**config.mk**
```make
export PLATFORM = sky130hd
export DESIGN_NAME = gain_steer_top
export DESIGN_NICKNAME = d
export VERILOG_FILES = /design/src/rtl/gsteer_pkg.sv /design/src/rtl/sync_fall_det.sv /design/src/rtl/steer_seq.sv /design/src/rtl/gain_pick.sv /design/src/rtl/gain_steer_top.sv
export SDC_FILE = /design/constraint.sdc
export NUM_CORES = 1
export LEC_CHECK = 0
export ABC_AREA = 0
export BUFFER_PORTS_ARGS = -buffer_cell sky130_fd_sc_hd__buf_4
export CORE_MARGIN = 2
export CORE_UTILIZATION = 37
export CTS_BUF_LIST = sky130_fd_sc_hd__clkbuf_4 sky130_fd_sc_hd__clkbuf_8
export DETAILED_ROUTE_END_ITERATION = 16
export PLACE_DENSITY = 0.86
export SYNTH_ARGS = -nofsm -noshare
export SYNTH_HDL_FRONTEND = slang
export SYNTH_SLANG_ARGS = --single-unit
```
**constraint.sdc**
```tcl
create_clock -name clk -period 3.2 [get_ports clk]
set_input_delay 0.64 -clock clk [delete_from_list [all_inputs] [get_ports clk]]
set_output_delay 0.64 -clock clk [all_outputs]
set_load 0.02 [all_outputs]
```
**src/rtl/gsteer_pkg.sv**
```systemverilog
package gsteer_pkg;
    localparam int GAIN_W    = 9;
    localparam int NUM_GAINS = 4;
    localparam int IDX_W     = $clog2(NUM_GAINS);
    localparam int FIELD_W   = 2;

    typedef enum logic [1:0] {
        MODE_PROG   = 2'd0,
        MODE_ILACE  = 2'd1,
        MODE_TRIPLE = 2'd2,
        MODE_SPARE  = 2'd3
    } mode_e;

    typedef struct packed {
        logic [FIELD_W-1:0] field;
        logic               pair_hi;
        logic               phase;
    } steer_s;
endpackage

```
**src/rtl/sync_fall_det.sv**
```systemverilog
module sync_fall_det #(
    parameter int N = 2
) (
    input  logic         clk,
    input  logic         rst_n,
    input  logic [N-1:0] sync_i,
    output logic [N-1:0] fall_o
);
    logic [N-1:0] prev_d, prev_q;

    always_comb begin
        prev_d = sync_i;
    end

    always_ff @(posedge clk or negedge rst_n) begin
        if (!rst_n) prev_q <= '0;
        else        prev_q <= prev_d;
    end

    for (genvar i = 0; i < N; i++) begin : g_fall
        assign fall_o[i] = prev_q[i] & ~sync_i[i];
    end
endmodule

```
**src/rtl/steer_seq.sv**
```systemverilog
module steer_seq
    import gsteer_pkg::*;
(
    input  logic               clk,
    input  logic               rst_n,
    input  logic               vd_fall_i,
    input  logic               hd_fall_i,
    input  logic               pix_vld_i,
    input  logic [1:0]         mode_i,
    output logic [IDX_W-1:0]   idx_o,
    output logic [FIELD_W-1:0] field_o
);
    steer_s             st_d, st_q;
    logic [FIELD_W-1:0] field_nxt;
    mode_e              mode;

    assign mode = mode_e'(mode_i);

    always_comb begin
        unique case (mode)
            MODE_ILACE:  field_nxt = (st_q.field == FIELD_W'(1)) ? '0 : FIELD_W'(1);
            MODE_TRIPLE: field_nxt = (st_q.field >= FIELD_W'(2)) ? '0 : st_q.field + FIELD_W'(1);
            default:     field_nxt = '0;
        endcase
    end

    always_comb begin
        st_d = st_q;
        if (vd_fall_i) begin
            st_d.field   = field_nxt;
            st_d.pair_hi = (field_nxt == FIELD_W'(1));
            st_d.phase   = 1'b0;
        end else if (hd_fall_i) begin
            st_d.phase = 1'b0;
            if (mode == MODE_ILACE) st_d.pair_hi = (st_q.field == FIELD_W'(1));
            else                    st_d.pair_hi = ~st_q.pair_hi;
        end else if (pix_vld_i) begin
            st_d.phase = ~st_q.phase;
        end
    end

    always_ff @(posedge clk or negedge rst_n) begin
        if (!rst_n) st_q <= '0;
        else        st_q <= st_d;
    end

    assign idx_o   = {st_q.pair_hi, st_q.phase};
    assign field_o = st_q.field;
endmodule

```
**src/rtl/gain_pick.sv**
```systemverilog
module gain_pick #(
    parameter int GAIN_W    = 9,
    parameter int NUM_GAINS = 4,
    localparam int IDX_W    = $clog2(NUM_GAINS)
) (
    input  logic [NUM_GAINS*GAIN_W-1:0] gains_i,
    input  logic [IDX_W-1:0]            idx_i,
    output logic [GAIN_W-1:0]           gain_o
);
    logic [GAIN_W-1:0] bank [NUM_GAINS];

    for (genvar g = 0; g < NUM_GAINS; g++) begin : g_unpack
        assign bank[g] = gains_i[g*GAIN_W +: GAIN_W];
    end

    assign gain_o = bank[idx_i];
endmodule

```
**src/rtl/gain_steer_top.sv**
```systemverilog
module gain_steer_top
    import gsteer_pkg::*;
#(
    parameter int GW = GAIN_W
) (
    input  logic          clk,
    input  logic          rst_n,
    input  logic          vd_i,
    input  logic          hd_i,
    input  logic          pix_vld_i,
    input  logic [1:0]    mode_i,
    input  logic [2*GW-1:0] gain01_i,
    input  logic [2*GW-1:0] gain23_i,
    output logic [GW-1:0] gain_o,
    output logic [1:0]    gain_idx_o,
    output logic [1:0]    field_o
);
    logic [1:0] fall;

    sync_fall_det #(.N(2)) u_fall (
        .clk    (clk),
        .rst_n  (rst_n),
        .sync_i ({hd_i, vd_i}),
        .fall_o (fall)
    );

    steer_seq u_seq (
        .clk       (clk),
        .rst_n     (rst_n),
        .vd_fall_i (fall[0]),
        .hd_fall_i (fall[1]),
        .pix_vld_i (pix_vld_i),
        .mode_i    (mode_i),
        .idx_o     (gain_idx_o),
        .field_o   (field_o)
    );

    gain_pick #(.GAIN_W(GW), .NUM_GAINS(NUM_GAINS)) u_pick (
        .gains_i ({gain23_i, gain01_i}),
        .idx_i   (gain_idx_o),
        .gain_o  (gain_o)
    );
endmodule

```
==> run summary <==
TritonCTS Sinks -> 6
Clock tree from TritonCTS -> yes
Antenna fix cells -> 0
Synth Instances -> 38
Wirelength per Cell -> 15.1 um
Critical Path Start Type -> flop
Top_reg_cell synth -> dfrtp_1
Die W -> 40.9 um
CTS resizes -> 0
Vias post-DR -> 549
PnR worst setup slack -> 817 ps
Core box area -> 1280 um^2
Reg2Reg Capture Point -> u_seq.idx_o[0]
Row cnt -> 13
Cell area power density -> 388 nW/um^2
Gp weighted congestion -> 0.674
Pin count of the biggest net entering global routing -> 13
HP Class -> in -> async
Mapped cell area -> 503 um^2
DRC errors left -> 0
Most frequent cell after synthesis -> mux4_2
Initial antenna violation count -> 0
Rel. slew slack -> 0.585
Max-slew violation count -> 0
Worst setup path start -> u_seq.idx_o[0]
Yosys warning total -> 0
Vias in the first global route -> 518
Fin crit period -> 2380 ps
Syn-to-layout area delta -> 87.1%
DP HPWL -> 1390 um
I/O Buffers -> 55
Root buf cell -> clkbuf_4
Post-Syn Nets -> 83
DR pass1 iterations -> 3
Status -> completed
Post-CTS setup buffers -> 0
#FFs+latches synth -> 6
Highest Signal Layer -> met3
First-pass GRT wire length -> 2150 um
Share of layout cells above drive strength 1 -> 0.713
Synth cell types -> 16
Clock Skew -> 4.68 ps
Number of CTS-inserted buffers -> 3
H-tree depth -> 1
Drt total wl -> 1650 um
CTS Buffer Depth -> 2
Worst-margin pin slew -> 622 ps
Nets -> 141
Setup TNS -> 0 ps
Die height -> 40.9 um
Antenna viol nets, final -> 0
WL met3 -> 206 um
Hold Vio Cnt, Final -> 0
Total power -> 0.000365 W
Hold buffers post-CTS -> 0
Worst Reg-to-Reg Cells -> 2
Setup CP Type -> reg -> out
Post-DR vias/cell -> 5.04
Final Setup Violations -> 0
Lkg Pwr -> 0.475 nW
Crit end category -> output pin
GRT Util Overall -> 0.209
Syn Area/Cell -> 13.2 um^2
Internal reg-to-reg setup slack -> 2100 ps
IO Count -> 56
Post-synth ARST share -> 1.00
# Max-Cap Violations -> 0
Yosys top cell area share -> 0.403
Pre-CTS setup slack -> 1050 ps
FMAX -> 420 MHz
CP Max Fanout -> 11
CP required -> 2560 ps
Arrival time at the worst endpoint -> 1740 ps
Clock Latency Late Sink -> 250 ps
Met1 wire length -> 498 um
Number of enable flip-flop cells after synthesis -> 0
RSZ-0062 raised after global routing -> false
DR WL met2 -> 940 um
R2R Path Start -> u_seq.idx_o[0]
Final period utilization -> 0.745
Clock-pin slew on the worst setup and hold paths -> 50 ps
Area contributors post-synth -> mux4_2 (40%), dfrtp_1 (30%), ha_1 (5.0%), o21ai_0 (4.0%), inv_1 (3.0%)
Gr ovfl total -> 0
Post-synth top area cell -> mux4_2
Maximum vdd drop -> 253 uV
Iter 0 DRT Violations -> 2
Die Area -> 1670 um^2
Register area share after synthesis -> 0.299
Synth cell count leaders -> mux4_2 (9), dfrtp_1 (6), inv_1 (4), o21ai_0 (4)
Starting density of the core -> 0.391
flip-flops by register name, indices dropped and copies added (netlist names):
register / cells
u_seq.field_o: 2
u_fall.prev_q: 2
u_seq.idx_o: 2
metal layers:
metal	vias to the layer above	track usage
met5	-	0
met4	0	0.0833
met3	0	0.0652
met2	31	0.426
met1	256	0.177
li1	262	-
final cells by class:
class,instances,area [um^2]
inverters,4,15.0
multi-input cells,26,322
repair buffers,55,413
well taps,15,18.8
flip-flops and latches,6,150
clock buffers,3,22.5
fillers,97,344
through the flow:
step,instances,cell area (um^2),utilization,hold slack [ps]
6_report,109,941,0.732,191
5_1_grt,109,941,0.732,183
4_1_cts,109,941,0.732,179
3_5_place_dp,106,918,0.715,451
3_3_place_gp,106,918,0.715,449
2_1_floorplan,38,503,-,344
placed cells by master (no fill, tap or decap):
cell type / instances
dfrtp_1: 6
nor3_1: 1
inv_1: 4
nand2_1: 2
nand2b_1: 1
o221ai_1: 1
nor2b_1: 2
ha_1: 2
mux4_2: 9
buf_4: 55
nand3b_1: 1
o21ai_0: 4
nor3b_1: 1
xnor2_1: 1
o211a_1: 1
clkbuf_4: 3
logic make-up after synthesis:
logic type,synth area share
AND/OR/NAND/NOR,0.0921
multiplexers,0.403
XOR/XNOR,0.0174
buffers and inverters,0.0622
flip-flops,0.298
AO/OA/AOI/OAI,0.0771
adder cells (fa/ha/maj),0.0497
where the power goes:
part	switching [W]	total (W)	internal, W
logic	0.0000738	0.000187	0.000113
registers	0.0000228	0.000106	0.0000836
clock network	0.0000290	0.0000716	0.0000426
total	0.000126	0.000365	0.000239
worst max-delay path: stages (launching register included):
cell     delay (ps)
dfrtp_1         730
mux4_2          590
buf_4           170
worst max path at each step:
stage	end	slack, ps	cells after the start
5_1_grt	gain_o[7]	700	2
2_1_floorplan	gain_o[0]	1330	2
6_report	gain_o[8]	820	2
3_5_place_dp	gain_o[7]	1050	2
4_1_cts	gain_o[7]	780	2
3_3_place_gp	gain_o[0]	1110	2
(Power assumes the default switching activity.)
